[src/rtl/eint_pkg.sv]
package eint_pkg;

   localparam int unsigned EINT_ADDR_W = 2;

   typedef enum logic [EINT_ADDR_W-1:0] {
      REG_FLAG = 2'd0,
      REG_MODE = 2'd1,
      REG_POL  = 2'd2,
      REG_NONE = 2'd3
   } eint_reg_e;

endpackage

[src/rtl/eint_sync.sv]
module eint_sync #(
   parameter int unsigned WIDTH  = 4,
   parameter int unsigned STAGES = 2
) (
   input  logic             clk,
   input  logic             rst_n,
   input  logic [WIDTH-1:0] d_in,
   output logic [WIDTH-1:0] d_out
);

   if (STAGES < 2) begin : g_bad_stages
      $error("eint_sync: STAGES must be at least 2");
   end

   logic [STAGES-1:0][WIDTH-1:0] pipe_q;

   for (genvar s = 0; s < STAGES; s++) begin : g_stage
      if (s == 0) begin : g_first
         always_ff @(posedge clk or negedge rst_n) begin
            if (!rst_n) pipe_q[s] <= '0;
            else        pipe_q[s] <= d_in;
         end
      end else begin : g_next
         always_ff @(posedge clk or negedge rst_n) begin
            if (!rst_n) pipe_q[s] <= '0;
            else        pipe_q[s] <= pipe_q[s-1];
         end
      end
   end

   assign d_out = pipe_q[STAGES-1];

endmodule

[src/rtl/eint_detect.sv]
module eint_detect #(
   parameter int unsigned NUM_CH = 4
) (
   input  logic              clk,
   input  logic              rst_n,
   input  logic [NUM_CH-1:0] pin_s,
   input  logic [NUM_CH-1:0] func_sel,
   input  logic [NUM_CH-1:0] edge_mode,
   input  logic [NUM_CH-1:0] act_high,
   output logic [NUM_CH-1:0] set_evt
);

   logic [NUM_CH-1:0] prev_q;

   always_ff @(posedge clk or negedge rst_n) begin
      if (!rst_n) prev_q <= '0;
      else        prev_q <= pin_s;
   end

   for (genvar c = 0; c < NUM_CH; c++) begin : g_ch
      logic active;
      logic toggled;
      assign active  = act_high[c] ? pin_s[c] : ~pin_s[c];
      assign toggled = pin_s[c] ^ prev_q[c];
      always_comb begin
         if (!func_sel[c])     set_evt[c] = 1'b0;
         else if (edge_mode[c]) set_evt[c] = toggled & active;
         else                  set_evt[c] = active;
      end
   end

endmodule

[src/rtl/eint_regs.sv]
module eint_regs
   import eint_pkg::*;
#(
   parameter int unsigned NUM_CH = 4,
   parameter int unsigned DATA_W = 8
) (
   input  logic                   clk,
   input  logic                   rst_n,
   input  logic                   bus_wr,
   input  logic [EINT_ADDR_W-1:0] bus_addr,
   input  logic [DATA_W-1:0]      bus_wdata,
   input  logic [NUM_CH-1:0]      set_evt,
   output logic [NUM_CH-1:0]      flag_q,
   output logic [NUM_CH-1:0]      mode_q,
   output logic [NUM_CH-1:0]      pol_q,
   output logic [DATA_W-1:0]      bus_rdata
);

   localparam int unsigned PAD_W = DATA_W - NUM_CH;

   logic              wr_flag, wr_mode, wr_pol;
   logic [NUM_CH-1:0] wr_bits;
   logic [NUM_CH-1:0] clr_mask;

   assign wr_bits  = bus_wdata[NUM_CH-1:0];
   assign wr_flag  = bus_wr && (bus_addr == REG_FLAG);
   assign wr_mode  = bus_wr && (bus_addr == REG_MODE);
   assign wr_pol   = bus_wr && (bus_addr == REG_POL);
   assign clr_mask = wr_flag ? wr_bits : '0;

   always_ff @(posedge clk or negedge rst_n) begin
      if (!rst_n) begin
         flag_q <= '0;
         mode_q <= '0;
         pol_q  <= '0;
      end else begin
         flag_q <= set_evt | (flag_q & ~clr_mask);
         if (wr_mode) mode_q <= wr_bits;
         if (wr_pol)  pol_q  <= wr_bits;
      end
   end

   always_comb begin
      unique case (bus_addr)
         REG_FLAG: bus_rdata = {{PAD_W{1'b0}}, flag_q};
         REG_MODE: bus_rdata = {{PAD_W{1'b0}}, mode_q};
         REG_POL:  bus_rdata = {{PAD_W{1'b0}}, pol_q};
         default:  bus_rdata = '0;
      endcase
   end

endmodule

[src/rtl/ext_irq_flags.sv]
module ext_irq_flags
   import eint_pkg::*;
#(
   parameter int unsigned NUM_CH      = 4,
   parameter int unsigned DATA_W      = 8,
   parameter int unsigned SYNC_STAGES = 2
) (
   input  logic                   clk,
   input  logic                   rst_n,
   input  logic [NUM_CH-1:0]      pin_in,
   input  logic [NUM_CH-1:0]      func_sel,
   input  logic                   bus_wr,
   input  logic [EINT_ADDR_W-1:0] bus_addr,
   input  logic [DATA_W-1:0]      bus_wdata,
   output logic [DATA_W-1:0]      bus_rdata,
   output logic [NUM_CH-1:0]      irq_out
);

   if (NUM_CH == 0 || NUM_CH >= DATA_W) begin : g_bad_width
      $error("ext_irq_flags: NUM_CH must be between 1 and DATA_W-1");
   end

   logic [NUM_CH-1:0] pin_s;
   logic [NUM_CH-1:0] set_evt;
   logic [NUM_CH-1:0] flag_q, mode_q, pol_q;

   eint_sync #(.WIDTH(NUM_CH), .STAGES(SYNC_STAGES)) i_sync (
      .clk   (clk),
      .rst_n (rst_n),
      .d_in  (pin_in),
      .d_out (pin_s)
   );

   eint_detect #(.NUM_CH(NUM_CH)) i_detect (
      .clk       (clk),
      .rst_n     (rst_n),
      .pin_s     (pin_s),
      .func_sel  (func_sel),
      .edge_mode (mode_q),
      .act_high  (pol_q),
      .set_evt   (set_evt)
   );

   eint_regs #(.NUM_CH(NUM_CH), .DATA_W(DATA_W)) i_regs (
      .clk       (clk),
      .rst_n     (rst_n),
      .bus_wr    (bus_wr),
      .bus_addr  (bus_addr),
      .bus_wdata (bus_wdata),
      .set_evt   (set_evt),
      .flag_q    (flag_q),
      .mode_q    (mode_q),
      .pol_q     (pol_q),
      .bus_rdata (bus_rdata)
   );

   assign irq_out = flag_q;

endmodule

[config.mk]
export PLATFORM = sky130hd
export DESIGN_NAME = ext_irq_flags
export DESIGN_NICKNAME = d
export VERILOG_FILES = /design/src/rtl/eint_pkg.sv /design/src/rtl/eint_sync.sv /design/src/rtl/eint_detect.sv /design/src/rtl/eint_regs.sv /design/src/rtl/ext_irq_flags.sv
export SDC_FILE = /design/constraint.sdc
export NUM_CORES = 1
export LEC_CHECK = 0
export ABC_AREA = 1
export BUFFER_PORTS_ARGS = -buffer_cell sky130_fd_sc_hd__buf_2
export CORE_MARGIN = 2
export CORE_UTILIZATION = 30
export CTS_CLUSTER_DIAMETER = 50
export DETAILED_ROUTE_END_ITERATION = 7
export HOLD_SLACK_MARGIN = 0.15
export PLACE_DENSITY = 0.62
export SLEW_MARGIN = 15
export SYNTH_ARGS = -nofsm -noshare
export SYNTH_HDL_FRONTEND = slang
export SYNTH_SLANG_ARGS = --single-unit
[constraint.sdc]
create_clock -name clk -period 1.15 [get_ports clk]
set_clock_uncertainty 0.2 [all_clocks]
set_input_delay 0.1725 -clock clk [delete_from_list [all_inputs] [get_ports clk]]
set_output_delay 0.1725 -clock clk [all_outputs]
set_load 0.02 [all_outputs]
==> results of run 1 <==
## synthesized netlist by cell type (all sizes together)
cell | number | area share, %
dfrtp | 24 | 58
nand3 | 8 | 3.9
inv | 14 | 5.1
o21ai | 8 | 3.9
nand2 | 58 | 22
nor2 | 7 | 4.0
conb | 1 | 0.36
buf | 4 | 2.9
## final timing paths
kind / slack, ns / to / startpoint
min: 0.03 / i_regs.flag_q[2] / bus_wr
max in group asynchronous: 0.49 / i_sync.d_out[3] / rst_n
min in group asynchronous: 0.10 / i_sync.pipe_q[2] / rst_n
min reg2reg: 0.16 / i_sync.d_out[1] / i_sync.pipe_q[1]
max reg2reg: 0.01 / i_regs.flag_q[1] / i_regs.pol_q[1]
max: -0.26 / bus_rdata[1] / i_regs.flag_q[1]
## sequential cells by signal, indices dropped and copies added (netlist names)
signal           flops
i_sync.pipe_q        4
i_regs.flag_q        4
i_regs.pol_q         4
i_sync.d_out         4
i_detect.prev_q      4
i_regs.mode_q        4
## worst max-delay path: stages, from the launching register on
cell,delay (ns)
dfrtp_1,0.42
nand2_1,0.08
nand3_2,0.08
buf_6,0.14
## area by class of cell
class / count / area (sq um) / share of cell area (%)
clock buffer: 3 / 22.5 / 1.42
inverter: 14 / 52.6 / 3.32
multi-input combinational: 85 / 412 / 26.0
sequential: 24 / 601 / 38.0
tap: 46 / 57.6 / 3.64
timing repair buffer: 51 / 437 / 27.6
## through the flow
stage	cell area [sq um]	setup slack [ns]	setup TNS, ns	util (%)
after global routing	1580	-0.316	-2.32	47.4
after CTS	1530	-0.241	-1.66	45.9
final	1580	-0.261	-1.68	47.4
after floorplan	1050	0.0442	0	-
after global placement	1220	-0.0870	-0.317	36.6
after detailed placement	1220	-0.0915	-0.320	36.6
## metal layers
| metal | GRT usage (%) | up-vias | share of wire (%) |
|---|---|---|---|
| met1 | 15.3 | 447 | 44 |
| met4 | 6.39 | 0 | 1.3 |
| met3 | 2.16 | 4 | 4.0 |
| met5 | 0 | - | 0 |
| met2 | 22.2 | 28 | 51 |
| li1 | - | 474 | - |
## timing repair
action / in CTS / in global routing
pin swaps: 6 / 8
hold endpoints to repair: 40 / 36
buffers inserted: 12 / 3
gates resized for setup: 19 / 17
endpoints found under the setup margin: 8 / 12
## cell families after synthesis
logic type | Yosys count | share of synthesized area (%)
other cells | 1 | 0.362
buf+inv | 18 | 7.97
simple gates | 73 | 29.8
compound gates | 8 | 3.86
flops | 24 | 58.0
## where the power goes
part | total [W] | internal [W] | switching [W]
logic | 0.000644 | 0.000332 | 0.000311
clock network | 0.000361 | 0.000122 | 0.000238
registers | 0.000995 | 0.000934 | 0.0000608
==> impl_metrics.csv, run 1 <==
group,metric,value,unit
layout,layoutNonFillerInstCount,223,
placed_design,dpl.hpwl,1430,microns
die,fp.dieW,62.8,microns
layout,fill_cells,323,
die,start_util,31.0,%
critical_path,endpoint_kind,"output port",
clock_network,max-clock-path-buffers,2,
critical_path,critPathMaxFanout,3,
power_and_ir_drop,p_per_area,1260,nW/um^2
timing,hold_viol,0,
clock_network,cts_tree,"done",
yosys,ys_types,12,
die,die_area,3940,sq um
layout,syn_to_final_growth,52.7,%
clock_network,clock-root-buffer,"clkbuf_4",
flow_run,max_cap_violations,0,
route,vias,953,
timing,setup_viol,8,
timing,rsz0062_at_grt,"true",
placed_design,io_buffers,24,
critical_path,cp-start-kind,"flip-flop",
layout,drive_above_1_share,34.5,%
route,drt_wl_total,2300,microns
clock_network,cts-buffers-inserted,3,
yosys,ys_seq_area_share,58.0,%
power_and_ir_drop,peakVddDrop,0.679,mV
timing,final.period_utilization,123,%
layout,final_cell_mix,"nand2_1 (46), dfrtp_1 (24), buf_2 (16)",
die,dieHeight,62.8,microns
die,num_rows,21,
route,routedWlPerCell,10.3,microns
grt,track_usage,12.8,%
worst_hold_path,min_path_cells,4,
yosys,yosysWarnings,0,
timing,min_period,1.41,ns
route,drt-vias-per-instance,4.27,
power_and_ir_drop,power,0.00200,W
status,status,"complete, but fails checks",
grt,grt_max_degree,25,
clock_network,cts.htree.levels,1,
route,ant_nets,0,
route,drc_errors,0,
grt,gr-total-overflow,0,
yosys,postSynthCellCount,124,
layout,antenna_cells,0,
critical_path,worstSetupPathType,"flip-flop to output port",
clock_network,clk_pin_slew,0.13,ns
placed_design,gp_congestion,0.737,
power_and_ir_drop,p_leak,0.844,nW
timing,slew_violations,0,
grt,antenna_found_initial,0,
die,ios,33,
layout,fin_nets,200,
layout,layout_commonest_cell,"nand2_1",
timing,max_freq,0.709,GHz
clock_network,cts_sinks,24,
critical_path,cp.arrival,1.04,ns
status,violations,"negative setup slack",
timing,whs,0.0338,ns
clock_network,clock_latency,0.31,ns
critical_path,worstPathRequired,0.78,ns
timing,setup_ws,-0.261,ns
route,firstDrtPassIters,4,
placed_design,dp.cells,195,
clock_network,holdBufCountCts,13,
grt,grt_pass1_vias,960,
route,drt_iter0_drc,19,
grt,grt_pass1_wl,3950,microns
yosys,syn_area,1040,sq um
yosys,synth.avg_cell_area,8.35,sq um
die,core-area,3340,sq um
critical_path,r2r_cells,7,
worst_hold_path,hp-class,"input pin to flip-flop",
yosys,ys_seq_elements,24,
Power figures use the tool's default switching activity.
==> run 2: changes to the inputs <==
--- a/config.mk
+++ b/config.mk
@@ -6,13 +6,13 @@
 export NUM_CORES = 1
 export LEC_CHECK = 0
 export ABC_AREA = 1
-export BUFFER_PORTS_ARGS = -buffer_cell sky130_fd_sc_hd__buf_2
 export CORE_MARGIN = 2
 export CORE_UTILIZATION = 30
 export CTS_CLUSTER_DIAMETER = 50
 export DETAILED_ROUTE_END_ITERATION = 7
+export DONT_BUFFER_PORTS = 1
 export HOLD_SLACK_MARGIN = 0.15
-export PLACE_DENSITY = 0.62
+export PLACE_DENSITY = 0.54
 export SLEW_MARGIN = 15
 export SYNTH_ARGS = -nofsm -noshare
 export SYNTH_HDL_FRONTEND = slang
==> impl_metrics.csv, run 2 (synthesis results as in run 1) <==
group,metric,value,unit
layout,multi_input_area,459,sq um
critical_path,crit_path_top_delay_cell,"dfrtp_1",
layout,regArea,601,sq um
critical_path,endpoint_kind,"output port",
die,start_util,31.0,%
route,vias,886,
power_and_ir_drop,peakVddDrop,0.564,mV
timing,rsz0062_at_grt,"true",
worst_hold_path,hp-class,"input pin to flip-flop",
timing,setup_viol,9,
die,core-area,3340,sq um
grt,grt_max_degree,25,
critical_path,worstSetupPathType,"flip-flop to output port",
placed_design,placed_area,1110,sq um
grt,grt_pass1_wl,3730,microns
grt,track_usage,12.2,%
route,met1_length,955,microns
clock_network,cts-buffers-inserted,3,
route,firstDrtPassIters,4,
critical_path,cp-start-kind,"flip-flop",
route,route.met2.wl,1060,microns
timing,setup_ws,-0.163,ns
die,ios,33,
grt,grt_pass1_vias,859,
die,dieHeight,62.8,microns
critical_path,r2r_cells,7,
layout,syn_to_final_growth,43.0,%
timing,slew_violations,0,
clock_network,clock-root-buffer,"clkbuf_4",
worst_hold_path,hp-start,"bus_addr[1]",
timing,min_period,1.31,ns
critical_path,cp_top_family,"flip-flops",
grt,antenna_found_initial,0,
critical_path,worstPathRequired,0.78,ns
layout,finalInstanceArea,1480,sq um
status,violations,"negative hold slack, negative setup slack",
clock_network,cts_sinks,24,
layout,final_cell_mix,"nand2_1 (38), dfrtp_1 (24), nand2_2 (19)",
timing,final.period_utilization,114,%
power_and_ir_drop,power,0.00198,W
critical_path,timing.rr.start,"i_regs.pol_q[3]",
die,fp.dieW,62.8,microns
flow_run,max_cap_violations,0,
layout,fin_nets,177,
critical_path,critPathMaxFanout,2,
power_and_ir_drop,p_leak,0.761,nW
layout,drive_above_1_share,29.0,%
route,drt_wl_total,2200,microns
power_and_ir_drop,p_per_area,1340,nW/um^2
layout,final_core_util,44.4,%
clock_network,clock_latency,0.32,ns
worst_hold_path,min_path_cells,3,
critical_path,crit_path_cell_trace,"nand2_2, nand3_4",
layout,fill_cells,334,
timing,setup_tns,-1.10,ns
timing,whs,-0.109,ns
die,num_rows,21,
layout,antenna_cells,0,
critical_path,cp.arrival,0.94,ns
clock_network,cts_tree,"done",
placed_design,io_buffers,0,
critical_path,rr_endpoint,"i_regs.flag_q[3]",
critical_path,crit_buf_inv,0,
route,top_layer_used,"met4",
route,wl_met3,139,microns
clock_network,holdBufCountCts,15,
worst_hold_path,hold_path_end,"i_regs.mode_q[3]",
placed_design,gp_congestion,0.716,
grt,gr-total-overflow,0,
route,routedWlPerCell,10.9,microns
clock_network,clk_pin_slew,0.13,ns
status,status,"complete, but fails checks",
die,die_area,3940,sq um
clock_network,max-clock-path-buffers,2,
layout,layout_commonest_cell,"nand2_1",
placed_design,dpl.hpwl,1390,microns
route,drc_errors,0,
critical_path,max_stage_delay,0.43,ns
clock_network,cts.htree.levels,1,
route,drt_iter0_drc,23,
route,ant_nets,0,
critical_path,ff2ff_setup_slack,-0.04,ns
timing,max_freq,0.762,GHz
route,drt-vias-per-instance,4.41,
placed_design,dp_slack,0.0962,ns
timing,hold_viol,8,
## run 2: changes by cell type in the layout (fill, tap and decap cells not counted), moves of 4 or more
| cell | previous run | this run |
|---|---|---|
| buf_2 | 16 | 0 |
| buf_6 | 13 | 4 |
| nand2_1 | 46 | 38 |
| nand2_2 | 11 | 19 |
| nand3_2 | 4 | 0 |
| nand3_4 | 0 | 4 |
## run 2: layer usage
layer / global-route usage (%) / vias to the layer above
li1: - / 434
met1: 14.5 / 418
met2: 20.4 / 30
met3: 3.24 / 4
met4: 5.83 / 0
met5: 0 / -
## run 2: worst max-delay path by stage
stage / to / cells past startpoint / slack, ns / start
floorplan: bus_rdata[0] / 3 / 0.04 / bus_addr[0]
global placement: bus_rdata[3] / 4 / 0.1 / bus_addr[0]
detailed placement: bus_rdata[0] / 4 / 0.1 / bus_addr[0]
CTS: bus_rdata[3] / 2 / -0.16 / i_regs.pol_q[3]
global route: bus_rdata[0] / 2 / -0.21 / i_regs.pol_q[0]
finish: bus_rdata[2] / 2 / -0.16 / i_regs.flag_q[2]
## run 2: final cells by class
| type | count | area share, % |
|---|---|---|
| sequential | 24 | 40.5 |
| multi-input combinational | 85 | 31.0 |
| timing repair buffer | 28 | 18.6 |
| tap | 46 | 3.89 |
| inverter | 14 | 3.55 |
| clock buffer | 4 | 2.45 |
## run 2: timing repair
item,4_1_cts,5_1_grt
setup endpoints to repair,8,20
pin swaps,3,11
cloned,0,0
gates resized for setup,19,12
hold endpoints to repair,40,36
buffers inserted,8,3
## run 2: report_power, final
part           total (W)  internal (W)  switching, W  leakage [nW]
Sequential      0.000997      0.000934     0.0000623         0.280
Clock           0.000447      0.000194      0.000254        0.0210
Combinational   0.000535      0.000245      0.000290         0.460
Total            0.00198       0.00137      0.000606         0.761
## run 2: tightest hold or removal path, stage by stage
cell and delay, ns:
nor2_4 0.04, nand2_4 0.09, o21ai_0 0.07
## run 2: metrics by stage
step	std cells	hold slack, ns
2_1_floorplan	127	-0.323
3_3_place_gp	174	-0.323
3_5_place_dp	174	-0.323
4_1_cts	201	-0.111
5_1_grt	201	-0.103
6_report	201	-0.109
==> run 3: changes to the inputs <==
--- a/config.mk
+++ b/config.mk
@@ -8,11 +8,12 @@
 export ABC_AREA = 1
 export CORE_MARGIN = 2
 export CORE_UTILIZATION = 30
+export CTS_BUF_LIST = sky130_fd_sc_hd__clkbuf_8
 export CTS_CLUSTER_DIAMETER = 50
 export DETAILED_ROUTE_END_ITERATION = 7
 export DONT_BUFFER_PORTS = 1
 export HOLD_SLACK_MARGIN = 0.15
-export PLACE_DENSITY = 0.54
+export PLACE_DENSITY = 0.55
 export SLEW_MARGIN = 15
 export SYNTH_ARGS = -nofsm -noshare
 export SYNTH_HDL_FRONTEND = slang
==> constraint.sdc (replaced) <==
create_clock -name clk -period 1.1 [get_ports clk]
set_clock_uncertainty 0.2 [all_clocks]
set_input_delay 0.165 -clock clk [delete_from_list [all_inputs] [get_ports clk]]
set_output_delay 0.165 -clock clk [all_outputs]
set_load 0.02 [all_outputs]
==> impl_metrics.csv, run 3 (synthesis results as in run 1) <==
group,metric,value,unit
status,status,"complete, but fails checks",
status,violations,"negative hold slack, negative setup slack",
critical_path,critPathMaxFanout,2,
layout,antenna_cells,0,
grt,grt_pass1_wl,3830,microns
power_and_ir_drop,p_leak,0.758,nW
timing,rsz0062_at_grt,"true",
layout,fill_cells,343,
timing,slew_violations,0,
critical_path,worstSetupPathType,"flip-flop to output port",
critical_path,cp_top_family,"flip-flops",
critical_path,crit_buf_inv,0,
clock_network,clock_latency,0.27,ns
route,firstDrtPassIters,4,
timing,setup_viol,10,
layout,final_cell_mix,"nand2_1 (41), dfrtp_1 (24), nand2_2 (16)",
route,drt_iter0_drc,22,
placed_design,gp_congestion,0.738,
critical_path,endpoint_kind,"output port",
route,drt_wl_total,2150,microns
clock_network,cts_sinks,24,
die,ios,33,
timing,min_period,1.25,ns
die,start_util,31.0,%
clock_network,clk_pin_slew,0.08,ns
timing,max_freq,0.802,GHz
critical_path,max_stage_delay,0.41,ns
power_and_ir_drop,p_per_area,1470,nW/um^2
critical_path,worstPathRequired,0.73,ns
route,vias,866,
die,core-area,3340,sq um
timing,hold_viol,12,
layout,drive_above_1_share,30.3,%
timing,setup_ws,-0.147,ns
placed_design,dpl.hpwl,1450,microns
clock_network,max-clock-path-buffers,2,
timing,final.period_utilization,113,%
route,drt-vias-per-instance,4.31,
flow_run,max_cap_violations,0,
layout,syn_to_final_growth,44.8,%
clock_network,cts_tree,"done",
layout,fin_nets,177,
die,fp.dieW,62.8,microns
grt,grt_max_degree,25,
die,num_rows,21,
die,dieHeight,62.8,microns
placed_design,dp_slack,0.0462,ns
layout,layout_commonest_cell,"nand2_1",
clock_network,cts-buffers-inserted,3,
timing,setup_tns,-0.960,ns
worst_hold_path,hp-class,"input pin to flip-flop",
route,routedWlPerCell,10.7,microns
grt,gr-total-overflow,0,
critical_path,crit_path_cell_trace,"nand2_2, nand3_4",
grt,antenna_found_initial,0,
grt,track_usage,12.2,%
power_and_ir_drop,peakVddDrop,0.800,mV
route,ant_nets,0,
power_and_ir_drop,power,0.00220,W
clock_network,cts.htree.levels,1,
placed_design,io_buffers,0,
critical_path,crit_path_top_delay_cell,"dfrtp_1",
clock_network,clock-root-buffer,"clkbuf_8",
critical_path,ff2ff_setup_slack,-0.02,ns
die,die_area,3940,sq um
route,drc_errors,0,
grt,grt_pass1_vias,913,
timing,whs,-0.120,ns
critical_path,cp.arrival,0.88,ns
critical_path,cp-start-kind,"flip-flop",
run 3: changes by cell type in the layout (fill, tap and decap cells not counted), moves of 2 or more:
cell	before	now
nor2_1	5	2
clkbuf_8	1	4
clkbuf_4	3	0
nand2_2	19	16
nor2_2	0	2
nand2_1	38	41
run 3: power breakdown:
group | leakage [nW] | internal (W) | switching, W | total (W)
clock | 0.0288 | 0.000320 | 0.000277 | 0.000597
sequential | 0.280 | 0.000977 | 0.0000676 | 0.00104
combinational | 0.450 | 0.000261 | 0.000300 | 0.000561
total | 0.758 | 0.00156 | 0.000645 | 0.00220
run 3: through the flow:
stage / instances / cell area, sq um / utilization, %
after floorplan: 127 / 1050 / -
after global placement: 174 / 1110 / 33.3
after detailed placement: 174 / 1110 / 33.3
after CTS: 198 / 1430 / 42.8
after global routing: 201 / 1500 / 45.0
final: 201 / 1500 / 45.0
run 3: layout make-up:
class / count / area, sq um / share of cell area (%)
Sequential cell: 24 / 601 / 40.0
Multi-Input combinational cell: 85 / 464 / 30.9
Inverter: 14 / 52.6 / 3.50
Timing Repair Buffer: 28 / 270 / 18.0
Clock buffer: 4 / 55.1 / 3.67
Tap cell: 46 / 57.6 / 3.84
run 3: what timing repair did:
item | CTS | global route
setup buffers | 8 | 1
hold buffers | 12 | 2
endpoints found under the hold margin | 40 | 36
pin swaps | 6 | 8
resized for setup | 20 | 13
setup endpoints to repair | 8 | 12
run 3: final timing paths:
kind	end	depth (start not counted)	start
worst max-delay path	bus_rdata[2]	2	i_regs.flag_q[2]
worst min-delay path	i_regs.flag_q[3]	3	bus_wr
worst min register to register	i_sync.d_out[1]	0	i_sync.pipe_q[1]
max in group asynchronous	i_regs.mode_q[1]	2	rst_n
min in group asynchronous	i_sync.d_out[3]	2	rst_n
worst max register to register	i_regs.flag_q[3]	7	i_regs.pol_q[3]
run 3: tightest hold or removal path: cells and delay by family:
| kind | cells | cell delay (ns) |
|---|---|---|
| AND/OR/NAND/NOR | 3 | 0.16 |
run 3: routing by layer:
layer	wire [microns]	track usage [%]	share of wire (%)
met3	118	2.70	5.5
met4	53	6.67	2.5
met1	917	14.0	43
met5	0	0	0
met2	1070	21.2	49
